## config.mk

```make
export PLATFORM = sky130hd
export DESIGN_NAME = cascade_stream_splitter
export DESIGN_NICKNAME = d
export VERILOG_FILES = /design/src/rtl/cas_split_pkg.sv /design/src/rtl/cas_fwd_stage.sv /design/src/rtl/cas_pix_assembler.sv /design/src/rtl/cas_region_filter.sv /design/src/rtl/cascade_stream_splitter.sv
export SDC_FILE = /design/constraint.sdc
export NUM_CORES = 1
export LEC_CHECK = 0
export CORE_ASPECT_RATIO = 0.75
export CORE_UTILIZATION = 48
export CTS_BUF_LIST = sky130_fd_sc_hd__clkbuf_4 sky130_fd_sc_hd__clkbuf_8 sky130_fd_sc_hd__clkbuf_16
export DETAILED_ROUTE_END_ITERATION = 8
export GPL_ROUTABILITY_DRIVEN = 0
export PLACE_DENSITY_LB_ADDON = 0.08
export SYNTH_ARGS = -nofsm -noshare
export SYNTH_HDL_FRONTEND = slang
export SYNTH_SLANG_ARGS = --single-unit
```

## constraint.sdc

```tcl
create_clock -name clk -period 1.7 [get_ports clk]
set_clock_uncertainty 0.05 [all_clocks]
set_input_delay 0.17 -clock clk [delete_from_list [all_inputs] [get_ports clk]]
set_output_delay 0.17 -clock clk [all_outputs]
set_load 0.005 [all_outputs]
```

## src/rtl/cas_split_pkg.sv

```systemverilog
package cas_split_pkg;
  localparam int BYTE_W_DEF = 8;
  localparam int BYTES_PER_PIX = 3;

  typedef struct packed {
    logic [BYTE_W_DEF-1:0] red;
    logic [BYTE_W_DEF-1:0] green;
    logic [BYTE_W_DEF-1:0] blue;
  } rgb_pix_t;
endpackage

```

## src/rtl/cas_fwd_stage.sv

```systemverilog
module cas_fwd_stage #(
  parameter int W = 8
) (
  input  logic         clk,
  input  logic         rst,
  input  logic         i_valid,
  input  logic         i_sof,
  input  logic [W-1:0] i_data,
  output logic         o_valid,
  output logic         o_sof,
  output logic [W-1:0] o_data
);
  always_ff @(posedge clk) begin
    if (rst) begin
      o_valid <= 1'b0;
      o_sof   <= 1'b0;
      o_data  <= '0;
    end else begin
      o_valid <= i_valid;
      o_sof   <= i_sof & i_valid;
      o_data  <= i_data;
    end
  end
endmodule

```

## src/rtl/cas_pix_assembler.sv

```systemverilog
module cas_pix_assembler #(
  parameter int BW  = 8,
  parameter int BPP = 3
) (
  input  logic             clk,
  input  logic             rst,
  input  logic             i_valid,
  input  logic             i_sof,
  input  logic [BW-1:0]    i_data,
  output logic             pix_fire,
  output logic [BPP*BW-1:0] pix_word
);
  localparam int LANE_W = (BPP > 1) ? $clog2(BPP) : 1;
  localparam int HOLD_W = (BPP - 1) * BW;
  localparam logic [LANE_W-1:0] LAST_LANE = LANE_W'(BPP - 1);

  logic [LANE_W-1:0] lane_q;
  logic [LANE_W-1:0] lane_eff;
  logic [HOLD_W-1:0] hold_q;
  logic [BPP*BW-1:0] shifted;

  assign lane_eff = i_sof ? '0 : lane_q;
  assign pix_fire = i_valid && (lane_eff == LAST_LANE);
  assign shifted  = {hold_q, i_data};
  assign pix_word = shifted;

  always_ff @(posedge clk) begin
    if (rst) begin
      lane_q <= '0;
      hold_q <= '0;
    end else if (i_valid) begin
      lane_q <= pix_fire ? '0 : lane_eff + LANE_W'(1);
      hold_q <= shifted[HOLD_W-1:0];
    end
  end
endmodule

```

## src/rtl/cas_region_filter.sv

```systemverilog
module cas_region_filter #(
  parameter int PIX_PER_BOARD = 4096,
  parameter int MAX_BOARDS    = 16
) (
  input  logic                             clk,
  input  logic                             rst,
  input  logic                             i_valid,
  input  logic                             i_sof,
  input  logic                             pix_fire,
  input  logic [$clog2(MAX_BOARDS)-1:0]    board_idx,
  output logic                             hit,
  output logic [$clog2(PIX_PER_BOARD)-1:0] local_addr
);
  localparam int MAX_PIX = PIX_PER_BOARD * MAX_BOARDS;
  localparam int LOC_W   = $clog2(PIX_PER_BOARD);
  localparam int IDX_W   = $clog2(MAX_BOARDS);
  localparam int CNT_W   = $clog2(MAX_PIX) + 1;
  localparam logic [CNT_W-1:0] CNT_CAP = CNT_W'(MAX_PIX);

  logic [CNT_W-1:0] cnt_q;
  logic [CNT_W-1:0] cnt_eff;
  logic             in_frame;
  logic             region_match;

  assign cnt_eff      = (i_valid && i_sof) ? '0 : cnt_q;
  assign in_frame     = cnt_eff < CNT_CAP;
  assign region_match = cnt_eff[CNT_W-1:LOC_W] == {1'b0, board_idx};
  assign hit          = pix_fire && in_frame && region_match;
  assign local_addr   = cnt_eff[LOC_W-1:0];

  always_ff @(posedge clk) begin
    if (rst) begin
      cnt_q <= '0;
    end else if (i_valid) begin
      if (pix_fire) cnt_q <= in_frame ? cnt_eff + CNT_W'(1) : CNT_CAP;
      else          cnt_q <= cnt_eff;
    end
  end

  if (IDX_W + LOC_W + 1 != CNT_W) begin : g_size_bad
    initial $error("PIX_PER_BOARD and MAX_BOARDS must be powers of two");
  end
endmodule

```

## src/rtl/cascade_stream_splitter.sv

```systemverilog
module cascade_stream_splitter #(
  parameter int BYTE_W        = 8,
  parameter int PIX_PER_BOARD = 4096,
  parameter int MAX_BOARDS    = 16
) (
  input  logic                             clk,
  input  logic                             rst,
  input  logic                             in_valid,
  input  logic                             in_sof,
  input  logic [BYTE_W-1:0]                in_data,
  input  logic [$clog2(MAX_BOARDS)-1:0]    board_idx,
  output logic                             out_valid,
  output logic                             out_sof,
  output logic [BYTE_W-1:0]                out_data,
  output logic                             wr_en,
  output logic [$clog2(PIX_PER_BOARD)-1:0] wr_addr,
  output logic [3*BYTE_W-1:0]              wr_rgb
);
  import cas_split_pkg::*;
  localparam int LOC_W = $clog2(PIX_PER_BOARD);
  localparam int PIX_W = BYTES_PER_PIX * BYTE_W;

  logic             pix_fire;
  logic [PIX_W-1:0] pix_word;
  logic             hit;
  logic [LOC_W-1:0] local_addr;

  cas_fwd_stage #(.W(BYTE_W)) u_fwd (
    .clk(clk), .rst(rst),
    .i_valid(in_valid), .i_sof(in_sof), .i_data(in_data),
    .o_valid(out_valid), .o_sof(out_sof), .o_data(out_data)
  );

  cas_pix_assembler #(.BW(BYTE_W), .BPP(BYTES_PER_PIX)) u_asm (
    .clk(clk), .rst(rst),
    .i_valid(in_valid), .i_sof(in_sof), .i_data(in_data),
    .pix_fire(pix_fire), .pix_word(pix_word)
  );

  cas_region_filter #(.PIX_PER_BOARD(PIX_PER_BOARD), .MAX_BOARDS(MAX_BOARDS)) u_rgn (
    .clk(clk), .rst(rst),
    .i_valid(in_valid), .i_sof(in_sof), .pix_fire(pix_fire),
    .board_idx(board_idx), .hit(hit), .local_addr(local_addr)
  );

  always_ff @(posedge clk) begin
    if (rst) begin
      wr_en   <= 1'b0;
      wr_addr <= '0;
      wr_rgb  <= '0;
    end else begin
      wr_en <= hit;
      if (hit) begin
        wr_addr <= local_addr;
        wr_rgb  <= pix_word;
      end
    end
  end
endmodule

```

==> results of run 1 <==
sequential cells by signal, indices dropped and copies added, names as in the netlist:
signal,count
u_rgn.cnt_q,17
u_asm.lane_q,2
u_fwd.o_data,8
wr_rgb,24
wr_addr,12
u_fwd.o_sof,1
u_fwd.o_valid,1
u_asm.hold_q,16
wr_en,1
layout by cell type (no fill, tap or decap), drive strengths merged, types with 4 or more instances in the layout:
cell           count
dfxtp             82
clkdlybuf4s50     59
buf               57
nand2b            46
mux2i             43
nor2              28
nor2b             27
clkbuf            11
mux2              11
a21oi             10
nand3b            10
nor3              10
nand2              9
inv                9
nand4              6
nand3              5
nor4               5
and2               4
a21bo              4
cells by family after synthesis:
| family | after synthesis | share of synthesized area, % |
|---|---|---|
| AO/OA/AOI/OAI | 42 | 8.87 |
| XOR/XNOR | 2 | 0.470 |
| buffers and inverters | 33 | 5.07 |
| flip-flops | 82 | 44.1 |
| multiplexers | 54 | 15.4 |
| AND/OR/NAND/NOR | 164 | 26.2 |
through the flow:
step                cells  total power [mW]  utilization, %  hold slack, ps  TNS [ps]
floorplan             377              2.17               -             267      -834
global placement      568              2.30            64.0             408    -22790
detailed placement    568              2.30            64.0             413    -25920
CTS                   585              3.74            67.0            69.7     -3800
global route          588              3.87            68.4            79.1     -7590
finish                588              3.71            68.4            69.4     -3770
worst paths after layout:
path | startpoint | endpoint | slack, ps | cells after the start
setup / recovery | u_rgn.cnt_q[15] | wr_rgb[0] | -160 | 5
hold / removal | rst | u_rgn.cnt_q[6] | 70 | 2
setup reg to reg | u_rgn.cnt_q[15] | wr_rgb[0] | -160 | 5
hold reg to reg | wr_rgb[15] | wr_rgb[15] | 420 | 2
final cells by class:
| cell class | count | share of cell area, % |
|---|---|---|
| clock inverter | 7 | 1.50 |
| clock buffer | 9 | 2.44 |
| tap | 101 | 2.49 |
| inverter | 7 | 0.517 |
| sequential | 82 | 32.5 |
| timing repair buffer | 120 | 22.7 |
| multi-input combinational | 262 | 37.9 |
power groups by stage:
stage	registers [mW]	clock network [mW]	logic (mW)
after detailed placement	2.02	0	0.279
final	1.98	1.45	0.284
after floorplan	2.02	0	0.151
after CTS	1.98	1.48	0.281
after global placement	2.02	0	0.277
after global routing	1.98	1.58	0.308
critical path: cells and delay by family, from the launching register on:
kind / cells / cell delay [ps]
simple gates: 1 / 330
compound gates: 2 / 530
flops: 1 / 330
buf+inv: 1 / 160
mux: 1 / 350
metal layers:
metal | routed length (um) | GRT usage, % | part of all wire, %
met5 | 0 | 0 | 0
met4 | 95 | 6.43 | 1.0
met3 | 579 | 6.64 | 6.4
met2 | 3640 | 30.9 | 40
met1 | 4750 | 34.9 | 52
repair_timing:
item	in CTS	in global routing
setup buffers	1	1
cloned	0	2
resized for setup	8	15
setup endpoints to repair	40	40
pin swaps	1	4
==> summary.txt, run 1 <==
Outcome
  – Outcome: finished, violations left
  – Violated checks: setup timing

Power
  – Logic pwr share: 7.7%
  – Sw Share: roughly 25%
  – PD cells: 730 nW/um^2
  – Sequential share of power: 53.3%
  – Net Switching: approximately 910 uW
  – Internal Power: 2.79 mW
  – Clock share of power: 39.0%
  – Leakage: 1.93 nW
  – Worst VDD drop: 0.371 mV

Floorplanning
  – Site Rows: 27
  – I/O Pins: 63
  – Core area: 7430 um^2
  – Die X: 104 um
  – Die Span Y: 78.3 um
  – Die ar.: just over 8000 um^2
  – Initial core utilization: approximately 50%

Synth
  – Post-synthesis instance area: 3730 um^2
  – Synth cell count leaders: dfxtp_1, nand2b_1, mux2i_1
  – Fraction of registers with async set/reset: 0%
  – Post-synth EDFFs: 0
  – Syn avg cell area: 9.88 um^2
  – Sequential area share after synthesis: about 44%
  – Synth warn: 0
  – Dominant cell type by area after synthesis: dfxtp_1
  – Most frequent cell after synthesis: dfxtp_1
  – Mapped Nets: 393
  – Top post-synthesis cells by area: dfxtp_1, mux2i_1, nand2b_1
  – FF+latch count, synth: 82
  – Mapped Cells: 377
  – Post-synth cell types: 52
  – Dominant synthesized flop cell: dfxtp_1
  – Top cell type's share of synthesized area: 44.1%

Placement
  – Instance area at placement: roughly 4800 um^2
  – Port Buffers: just over 60
  – HPWL after detailed placement: 6110 um
  – DP Worst Slack: -616 ps

Global route
  – Vias in the first global route: 2928
  – Gr usage total: 23.0%
  – Pin count of the biggest net entering global routing: 56
  – Total gr overflow: 0
  – First-pass GRT wire length: 14800 um
  – Antenna violations before repair: 0

STA
  – Min Tclk post-route: approximately 1900 ps
  – Final worst setup slack: -157 ps
  – Slew Limit Headroom: 74.0%
  – Measured slew at the worst slew-check pin: 387 ps
  – RSZ-0062 raised after global routing: true
  – Fin crit share: 109%
  – Slew Viols, Final: 0
  – Final count of hold timing violations: 0
  – Endpoints failing setup: 36
  – Peak Freq: 538 MHz

Worst setup path
  – CP Capture Type: flop
  – Worst EP required: between 1500 and 2000 ps
  – Max stage delay on crit path: ~350 ps
  – Slowest CP cell: mux2_2
  – Startpoint types: flop
  – Critical setup path kind: flop to flop
  – Critical-path cell list: a21bo_1 > a222oi_1 > and4_4 > buf_12 > mux2_2
  – Max FO, Critical Path: 9
  – WP data arrival: 2050 ps

Route
  – Vias/cell: between 5 and 6
  – Routed WL per cell: 15.4 um
  – 1st-pass router iterations: 4
  – Routed wire length: 9070 um
  – Antenna Violating Nets Remaining: 0
  – Residual DRC: 0
  – Via count: 3069
  – Initial drt markers: 206

Finish
  – Fraction of layout cells with a size suffix above 1: 22.4%
  – Area occupied by multi-input gates: 1930 um^2
  – Fillers: 625
  – Ant diodes: 0
  – Fin area: 5080 um^2
  – Sequential cell area: 1650 um^2
  – Synthesis-to-finish area growth: 36.4%
  – Fin nets: roughly 500

Clock network
  – CTS tree: built
  – H-tree levels: 3
  – CTS Buf Count: 9
  – Clock Path Buffers: 2
  – Clock-pin slew on the worst setup and hold paths: about 90 ps
  – Clock sink count: 82
  – Hold-fix buffers, CTS: 0
  – CTS Root Cell: clkbuf_8
  – Clk_lat worst skew: 360 ps

Flow run
  – Max_cap viols: 0

Hold path
  – HP Class: primary input to flop
(Power assumes the default switching activity.)
==> run 2, diff against run 1 <==
- CAP_MARGIN: default -> 20
==> results of run 2 <==
No change in the layout: final DEF, timing and power equal those of run 1.
